==> config.mk <==
export PLATFORM = sky130hd
export DESIGN_NAME = dma_req_sampler
export DESIGN_NICKNAME = d
export VERILOG_FILES = /design/src/rtl/dreq_pkg.sv /design/src/rtl/dreq_dpath.sv /design/src/rtl/dreq_ctrl.sv /design/src/rtl/dma_req_sampler.sv
export SDC_FILE = /design/constraint.sdc
export NUM_CORES = 1
export LEC_CHECK = 0
export BUFFER_PORTS_ARGS = -buffer_cell sky130_fd_sc_hd__buf_2
export CAP_MARGIN = 10
export CORE_MARGIN = 10
export CORE_UTILIZATION = 55
export CTS_CLUSTER_SIZE = 8
export DETAILED_ROUTE_END_ITERATION = 7
export PLACE_DENSITY = 0.8
export RECOVER_POWER = 100
export SYNTH_ARGS = -nofsm -noshare
export SYNTH_HDL_FRONTEND = slang
export SYNTH_SLANG_ARGS = --single-unit
==> constraint.sdc <==
create_clock -name clk -period 4.8 [get_ports clk]
set_input_delay 0.96 -clock clk [delete_from_list [all_inputs] [get_ports clk]]
set_output_delay 0.96 -clock clk [all_outputs]
set_load 0.01 [all_outputs]
==> src/rtl/dreq_pkg.sv <==
package dreq_pkg;
  typedef struct packed {
    logic decCnt;    // a DMA transfer completed this state
    logic endBurst;  // that transfer was the last one
  } ctlStrobeT;

  typedef enum logic {
    SAMP_EVERY = 1'b0,
    SAMP_POINT = 1'b1
  } sampModeT;
endpackage

==> src/rtl/dreq_dpath.sv <==
module dreq_dpath
  import dreq_pkg::*;
#(
  parameter int CNT_W       = 16,
  parameter int SYNC_STAGES = 2
) (
  input  logic             clk,
  input  logic             rstN,
  input  logic             reqPinN,
  input  logic             cntLoad,
  input  logic [CNT_W-1:0] cntVal,
  input  logic             teClr,
  input  ctlStrobeT        strb,
  output logic             reqLow,
  output logic             reqFall,
  output logic             cntNz,
  output logic             cntOne,
  output logic             teFlag
);
  localparam logic [CNT_W-1:0] CNT_ONE = CNT_W'(1);

  logic [SYNC_STAGES-1:0] syncQ;
  logic                   prevQ;
  logic [CNT_W-1:0]       cntQ;
  logic                   teQ;

  generate
    if (SYNC_STAGES == 1) begin : g_sync1
      always_ff @(posedge clk or negedge rstN)
        if (!rstN) syncQ <= '1;
        else       syncQ <= reqPinN;
    end else begin : g_syncN
      always_ff @(posedge clk or negedge rstN)
        if (!rstN) syncQ <= '1;
        else       syncQ <= {syncQ[SYNC_STAGES-2:0], reqPinN};
    end
  endgenerate

  always_ff @(posedge clk or negedge rstN)
    if (!rstN) prevQ <= 1'b1;
    else       prevQ <= syncQ[SYNC_STAGES-1];

  assign reqLow  = ~syncQ[SYNC_STAGES-1];
  assign reqFall = prevQ & ~syncQ[SYNC_STAGES-1];

  always_ff @(posedge clk or negedge rstN)
    if (!rstN)                      cntQ <= '0;
    else if (cntLoad)               cntQ <= cntVal;
    else if (strb.decCnt && cntNz)  cntQ <= cntQ - CNT_ONE;

  always_ff @(posedge clk or negedge rstN)
    if (!rstN)              teQ <= 1'b0;
    else if (strb.endBurst) teQ <= 1'b1;
    else if (teClr)         teQ <= 1'b0;

  assign cntNz  = (cntQ != '0);
  assign cntOne = (cntQ == CNT_ONE);
  assign teFlag = teQ;

  p_dec_step_r4: assert property (@(posedge clk) disable iff (!rstN)
    strb.decCnt && cntNz && !cntLoad |=> cntQ == $past(cntQ) - CNT_ONE);
  p_te_on_last_r4: assert property (@(posedge clk) disable iff (!rstN)
    strb.endBurst |=> teFlag);
  p_te_clear_r5: assert property (@(posedge clk) disable iff (!rstN)
    teClr && !strb.endBurst |=> !teFlag);
endmodule

==> src/rtl/dreq_ctrl.sv <==
module dreq_ctrl
  import dreq_pkg::*;
(
  input  logic      clk,
  input  logic      rstN,
  input  logic      edgeMode,
  input  logic      dualAddr,
  input  logic      cycStart,
  input  logic      cycEnd,
  input  logic      rdCycle,
  input  logic      reqLow,
  input  logic      reqFall,
  input  logic      cntNz,
  input  logic      cntOne,
  input  logic      teFlag,
  output ctlStrobeT strb,
  output logic      dmaReq,
  output logic      ackN
);
  logic     burstQ;
  logic     levelReqQ;
  sampModeT sampModeQ;
  logic     midXferQ;
  logic     inDmaQ;
  logic     rdLatQ;

  logic srcReq, grantNow, dmaOwn, xferDone, lastXfer, pointHit, sampleNow;

  assign srcReq   = edgeMode ? burstQ : levelReqQ;
  assign dmaReq   = !teFlag && cntNz && (midXferQ || srcReq);
  assign grantNow = cycStart && dmaReq;
  assign dmaOwn   = cycStart ? dmaReq : inDmaQ;
  assign ackN     = !dmaOwn;

  assign xferDone = cycEnd && inDmaQ && (!dualAddr || !rdLatQ);
  assign lastXfer = xferDone && cntOne;
  assign strb.decCnt   = xferDone;
  assign strb.endBurst = lastXfer;

  assign pointHit  = dualAddr ? (grantNow && rdCycle) : cycEnd;
  assign sampleNow = (sampModeQ == SAMP_EVERY) || pointHit;

  // edge-triggered burst: no sampling while it runs
  always_ff @(posedge clk or negedge rstN)
    if (!rstN)                     burstQ <= 1'b0;
    else if (!edgeMode || lastXfer) burstQ <= 1'b0;
    else if (!burstQ && !teFlag && cntNz && reqFall) burstQ <= 1'b1;

  // level-triggered sampling point selection
  always_ff @(posedge clk or negedge rstN)
    if (!rstN) begin
      levelReqQ <= 1'b0;
      sampModeQ <= SAMP_EVERY;
    end else if (edgeMode || lastXfer) begin
      levelReqQ <= 1'b0;
      sampModeQ <= SAMP_EVERY;
    end else if (sampleNow) begin
      levelReqQ <= reqLow;
      sampModeQ <= reqLow ? SAMP_POINT : SAMP_EVERY;
    end

  // bus-cycle ownership and read/write pairing
  always_ff @(posedge clk or negedge rstN)
    if (!rstN) begin
      inDmaQ <= 1'b0;
      rdLatQ <= 1'b0;
    end else if (cycStart) begin
      inDmaQ <= dmaReq;
      rdLatQ <= rdCycle;
    end else if (cycEnd) begin
      inDmaQ <= 1'b0;
    end

  always_ff @(posedge clk or negedge rstN)
    if (!rstN)        midXferQ <= 1'b0;
    else if (xferDone) midXferQ <= 1'b0;
    else if (dualAddr && grantNow && rdCycle) midXferQ <= 1'b1;

  p_burst_hold_r3: assert property (@(posedge clk) disable iff (!rstN)
    edgeMode && burstQ && !lastXfer |=> burstQ);
  p_point_hold_r6: assert property (@(posedge clk) disable iff (!rstN)
    !edgeMode && sampModeQ == SAMP_POINT && !sampleNow && !lastXfer
      |=> levelReqQ == $past(levelReqQ));
  p_ack_both_states_r9: assert property (@(posedge clk) disable iff (!rstN)
    cycStart && !ackN |=> (!cycEnd || !ackN));
  p_te_no_grant_r5: assert property (@(posedge clk) disable iff (!rstN)
    teFlag && cycStart |-> ackN);
  p_zero_no_grant_r10: assert property (@(posedge clk) disable iff (!rstN)
    !cntNz && cycStart |-> ackN);
endmodule

==> src/rtl/dma_req_sampler.sv <==
module dma_req_sampler
  import dreq_pkg::*;
#(
  parameter int CNT_W       = 16,
  parameter int SYNC_STAGES = 2
) (
  input  logic             clk,
  input  logic             rstN,
  input  logic             reqPinN,
  input  logic             edgeMode,
  input  logic             dualAddr,
  input  logic             cycStart,
  input  logic             cycEnd,
  input  logic             rdCycle,
  input  logic             cntLoad,
  input  logic [CNT_W-1:0] cntVal,
  input  logic             teClr,
  output logic             dmaReq,
  output logic             ackN,
  output logic             teFlag
);
  ctlStrobeT strb;
  logic reqLow, reqFall, cntNz, cntOne;

  dreq_dpath #(.CNT_W(CNT_W), .SYNC_STAGES(SYNC_STAGES)) u_dpath (
    .clk(clk), .rstN(rstN), .reqPinN(reqPinN), .cntLoad(cntLoad),
    .cntVal(cntVal), .teClr(teClr), .strb(strb), .reqLow(reqLow),
    .reqFall(reqFall), .cntNz(cntNz), .cntOne(cntOne), .teFlag(teFlag)
  );

  dreq_ctrl u_ctrl (
    .clk(clk), .rstN(rstN), .edgeMode(edgeMode), .dualAddr(dualAddr),
    .cycStart(cycStart), .cycEnd(cycEnd), .rdCycle(rdCycle),
    .reqLow(reqLow), .reqFall(reqFall), .cntNz(cntNz), .cntOne(cntOne),
    .teFlag(teFlag), .strb(strb), .dmaReq(dmaReq), .ackN(ackN)
  );
endmodule

==> flow_summary.json, run 1 <==
{
  "antenna_found_initial": 0,
  "cts_setup_buffers": 0,
  "numCtsBuffers": 3,
  "cts_resized": 0,
  "ant_nets": 0,
  "hpwl_um": 2430,
  "hp-start": "u_dpath.syncQ[0]$_DFF_PN1_",
  "tightest_slew_ns": 1.34,
  "hold_class": "reg2reg",
  "pwr-share-comb": 0.222,
  "finalSetupTns_ns": 0,
  "yosysMostFrequentCell": "dfrtp_1",
  "root_buffer": "clkbuf_4",
  "setup_viol": 0,
  "antenna_cells": 0,
  "synth_warnings": 0,
  "relSlewSlack": 0.107,
  "drtIter0Drc": 54,
  "drc_errors": 0,
  "synth_top_area_frac": 0.393,
  "synth_ff_type": "dfrtp_1",
  "critical_path_peak_fanout": 12,
  "netlist_area_sq_um": 1400,
  "ios": 29,
  "maxCapViolCount": 0,
  "worstSetupPathType": "reg2out",
  "n_fill_cell": 221,
  "synthDistinctLibCells": 39,
  "die-area_sq_um": 4970,
  "async_reset_ff_frac": 1.00,
  "initial_core_util": 0.571,
  "rr_startpoint": "u_dpath.cntQ[12]$_DFFE_PN0P_",
  "p_switching_mw": 0.147,
  "rows": 18,
  "clkLatencyLatePin_ns": 0.33,
  "drtPass1Iterations": 4,
  "ys_top_cells_by_area": "dfrtp_1, dfstp_2, mux2_2, xnor2_1, o21ai_0",
  "grt_overflow": 0,
  "die_h_um": 70.5,
  "wirelength_um": 3180,
  "wl_per_cell_um": 16.1,
  "power_frac_seq": 0.569,
  "arrival_ns": 2.39,
  "cts.clk_slew.worst_paths_ns": 0.14,
  "multi_input_area_sq_um": 719,
  "drive_above_1_share": 0.244,
  "grt_pass1_vias": 1183,
  "core_sq_um": 2450,
  "h-tree-depth": 1,
  "max_freq_mhz": 298,
  "synth_edf_count": 0,
  "crit_path_end_kind": "output pin",
  "p_leak_nw": 0.657,
  "power.internal_mw": 0.315,
  "yosys.area.top_type": "dfrtp_1",
  "status": "finished clean",
  "synth_fp_nets": 169,
  "ys_top_cells_by_count": "dfrtp_1, nand2_1, o21ai_0",
  "min_path_cells": 0,
  "cts.sinks": 25,
  "ir_worst_vdd_v": 0.000227,
  "slew_violations": 0,
  "syn_avg_cell_area_sq_um": 10.0,
  "via_per_inst": 6.02,
  "finalCritPeriodShare": 0.698,
  "synth_cells": 140,
  "rsz0062_at_grt": "no",
  "synth.yosys.seq_area_share": 0.449,
  "holdPathEnd": "u_dpath.syncQ[1]$_DFF_PN1_",
  "skew_ns": 0.0115,
  "io_buffers": 28,
  "swShare": 0.319,
  "worstRegToRegCells": 5,
  "grt_max_degree": 31,
  "seq_area_sq_um": 629,
  "r2r_slack_ns": 2.43,
  "gp_congestion": 0.839,
  "grt_pass1_wl_um": 5430,
  "area_growth_pct": 11.9,
  "ys_ff_latch": 25,
  "fin_nets": 198,
  "rr_endpoint": "u_dpath.cntQ[13]$_DFFE_PN0P_",
  "power_density_nw_per_um2": 295,
  "place_area_sq_um": 1560,
  "track_usage": 0.128,
  "vias": 1191,
  "finalInstanceArea_sq_um": 1570,
  "holdBufCountCts": 0,
  "clockPowerShare": 0.209,
  "die_x_um": 70.5,
  "cts_tree": "yes",
  "worstPathRequired_ns": 3.84,
  "fin_crit_ns": 3.35,
  "hold_viol": 0,
  "clockBufferDepth": 2,
  "cp-start-kind": "flop"
}
how the worst max path moves through the flow:
stage	end	depth (start not counted)	start	slack, ns
4_1_cts	ackN	7	u_dpath.cntQ[0]$_DFFE_PN0P_	1.49
3_5_place_dp	ackN	6	edgeMode	1.76
5_1_grt	ackN	7	u_dpath.cntQ[0]$_DFFE_PN0P_	1.21
6_report	ackN	5	u_dpath.cntQ[12]$_DFFE_PN0P_	1.45
3_3_place_gp	ackN	6	edgeMode	1.93
2_1_floorplan	ackN	4	edgeMode	2.17
worst max-delay path, stage by stage (launching register included):
cell and delay (ns):
dfrtp_1 0.44, or4_1 0.58, and4b_1 0.53, nor4_1 0.17
a21oi_1 0.17, clkbuf_1 0.18
metal layers:
metal,part of all wire,global-route usage,vias up
met4,0.022,0.0461,0
met2,0.49,0.221,46
li1,-,-,570
met1,0.42,0.151,566
met3,0.068,0.0297,9
met5,0,0,-
area by class of cell:
type / count / area share
well taps: 30 / 0.0239
flip-flops and latches: 25 / 0.401
multi-input cells: 105 / 0.459
repair buffers: 28 / 0.0845
clock buffers: 3 / 0.0144
inverters: 6 / 0.0144
clock inverters: 1 / 0.00319
power groups by stage:
| stage | registers (mW) | logic (mW) | clock network (mW) |
|---|---|---|---|
| 2_1_floorplan | 0.260 | 0.0713 | 0 |
| 3_3_place_gp | 0.264 | 0.100 | 0 |
| 3_5_place_dp | 0.267 | 0.106 | 0 |
| 4_1_cts | 0.263 | 0.107 | 0.0984 |
| 5_1_grt | 0.267 | 0.117 | 0.107 |
| 6_report | 0.263 | 0.103 | 0.0968 |
flip-flops by register name (all words and copies together), names as in the netlist:
register and count:
u_dpath.syncQ 2, u_dpath.prevQ 1, u_ctrl.levelReqQ 1, u_dpath.teFlag 1
u_ctrl.midXferQ 1, u_ctrl.inDmaQ 1, u_dpath.cntQ 16, u_ctrl.burstQ 1
u_ctrl.rdLatQ 1
through the flow:
step / worst slack (ns) / utilization / std cells / total power, mW / hold WS (ns)
after detailed placement: 1.76 / 0.636 / 194 / 0.373 / 0.349
after global routing: 1.21 / 0.639 / 198 / 0.492 / 0.376
after CTS: 1.49 / 0.647 / 198 / 0.468 / 0.369
after global placement: 1.93 / 0.636 / 194 / 0.365 / 0.347
final: 1.45 / 0.639 / 198 / 0.462 / 0.373
after floorplan: 2.17 / - / 140 / 0.331 / 0.345
logic make-up after synthesis:
group | Yosys count | share of synthesized area
adders and majority gates | 3 | 0.0268
muxes | 7 | 0.0562
buffers and inverters | 10 | 0.0294
xor gates and xnor gates | 10 | 0.0624
AOI/OAI and AO/OA | 23 | 0.104
DFF | 25 | 0.449
and+or+nand+nor | 62 | 0.272
layout by cell type, fill, tap and decap left out, drive strengths merged:
master  instances
o311ai          1
ha              3
nor4b           2
xor2            1
clkinv          1
nand4           3
nand3           3
nor4            6
or3             2
a22o            1
or4             3
and4b           1
a211oi          2
a221o           1
nor3           10
buf            22
dfrtp          22
nand2b          1
nor2            9
mux2            7
xnor2           9
inv             6
dfstp           3
nand2          13
nor2b           2
and3            2
nor3b           4
a31o            2
clkbuf          9
a21oi           3
o211a           1
a31oi           1
and4            1
o21ai          11
No activity file was read; power rests on OpenSTA's default activity.
==> run 2, diff against run 1 <==
- CORE_UTILIZATION: 55 -> 48
- PLACE_DENSITY: 0.8 -> 0.74
- clock period: 4.8 -> 2.9 ns (I/O delays scaled with it)
==> flow_summary.json, run 2 (synthesis results as in run 1) <==
{
  "antenna_found_initial": 0,
  "worstSetupPathType": "reg2out",
  "grt_max_degree": 31,
  "final_cell_mix": "buf_2, dfrtp_1, nand2_1, o21ai_0",
  "numCtsBuffers": 3,
  "arrival_ns": 2.08,
  "die_x_um": 74.1,
  "tightest_slew_ns": 1.30,
  "root_buffer": "clkbuf_4",
  "cts.clk_slew.worst_paths_ns": 0.13,
  "rsz0062_at_grt": "no",
  "cts_tree": "yes",
  "min_path_cells": 1,
  "worstRegToRegCells": 5,
  "whs_ns": 0.351,
  "initial_core_util": 0.504,
  "hold_viol": 0,
  "top_register": "u_dpath.cntQ",
  "status": "finished clean",
  "seq_area_sq_um": 629,
  "rows": 19,
  "ant_nets": 0,
  "largest_reg_flops": 16,
  "wirelength_um": 3010,
  "drtIter0Drc": 45,
  "skew_ns": 0.00150,
  "cts_setup_buffers": 0,
  "hpwl_um": 2290,
  "finalCritPeriodShare": 0.917,
  "area_growth_pct": 12.7,
  "cts.sinks": 25,
  "clockBufferDepth": 2,
  "worstPathRequired_ns": 2.32,
  "drc_errors": 0,
  "cts_resized": 0,
  "finalSetupTns_ns": 0,
  "mostFrequentLayoutCell": "buf_2",
  "setup_viol": 0,
  "wl_per_cell_um": 15.0,
  "h-tree-depth": 1,
  "fin_crit_ns": 2.66,
  "drtPass1Iterations": 5,
  "largestRegisters": "u_dpath.cntQ (16), u_dpath.syncQ (2)",
  "antenna_cells": 0,
  "die_h_um": 74.1,
  "vias": 1133,
  "drive_above_1_share": 0.260,
  "n_fill_cell": 257,
  "p_leak_nw": 0.668,
  "utilization": 0.568,
  "gp_congestion": 0.793,
  "clkLatencyLatePin_ns": 0.31,
  "max_freq_mhz": 376,
  "die-area_sq_um": 5480,
  "multi_input_area_sq_um": 719,
  "crit_path_end_kind": "output pin",
  "grt_overflow": 0,
  "holdBufCountCts": 0,
  "via_per_inst": 5.67,
  "ios": 29,
  "maxCapViolCount": 0,
  "ir_worst_vdd_v": 0.000467,
  "critical_path_peak_fanout": 4,
  "hold_class": "in2reg",
  "io_buffers": 28,
  "grt_pass1_wl_um": 5240,
  "relSlewSlack": 0.136,
  "power_density_nw_per_um2": 475,
  "fin_nets": 199,
  "grt_pass1_vias": 1189,
  "core_sq_um": 2780,
  "slew_violations": 0,
  "track_usage": 0.116,
  "cp-start-kind": "flop"
}
run 2: metrics by stage:
stage,total power [mW],std cells,setup slack (ns),area [sq um]
2_1_floorplan,0.548,140,0.803,1400
3_3_place_gp,0.606,196,0.679,1570
3_5_place_dp,0.613,196,0.593,1570
4_1_cts,0.766,200,0.213,1600
5_1_grt,0.806,200,0.0728,1580
6_report,0.751,200,0.240,1580
run 2: per-layer routing:
| metal | wire [um] | vias to the layer above | track usage |
|---|---|---|---|
| met5 | 0 | - | 0 |
| met4 | 41 | 0 | 0.0393 |
| met3 | 175 | 6 | 0.0279 |
| met2 | 1460 | 29 | 0.201 |
| met1 | 1330 | 528 | 0.137 |
| li1 | - | 570 | - |
run 2: layout make-up:
type | instances | area share
flip-flops and latches | 25 | 0.398
inverters | 6 | 0.0143
well taps | 31 | 0.0245
multi-input cells | 105 | 0.455
clock buffers | 3 | 0.0143
repair buffers | 29 | 0.0903
clock inverters | 1 | 0.00317
run 2: power breakdown:
part	internal, mW	switching [mW]	total [mW]
combinational	0.0804	0.0854	0.166
clock	0.0516	0.101	0.153
sequential	0.389	0.0432	0.432
total	0.521	0.230	0.751
run 2: worst max-delay path, cell delays in order (launching register included):
cell,delay (ns)
dfrtp_1,0.42
inv_1,0.08
ha_1,0.22
nor4b_1,0.14
and4b_1,0.22
nor4_1,0.43
a21oi_1,0.09
clkbuf_1,0.16
run 2: worst paths after layout:
path	end	slack [ns]	start
hold reg to reg	u_dpath.syncQ[1]$_DFF_PN1_	0.38	u_dpath.syncQ[0]$_DFF_PN1_
max in group asynchronous	u_ctrl.levelReqQ$_DFFE_PN0P_	1.63	rstN
min in group asynchronous	u_dpath.cntQ[5]$_DFFE_PN0P_	0.52	rstN
hold / removal	u_dpath.syncQ[0]$_DFF_PN1_	0.35	reqPinN
setup reg to reg	u_dpath.cntQ[13]$_DFFE_PN0P_	0.53	u_dpath.cntQ[12]$_DFFE_PN0P_
setup / recovery	ackN	0.24	u_dpath.cntQ[0]$_DFFE_PN0P_
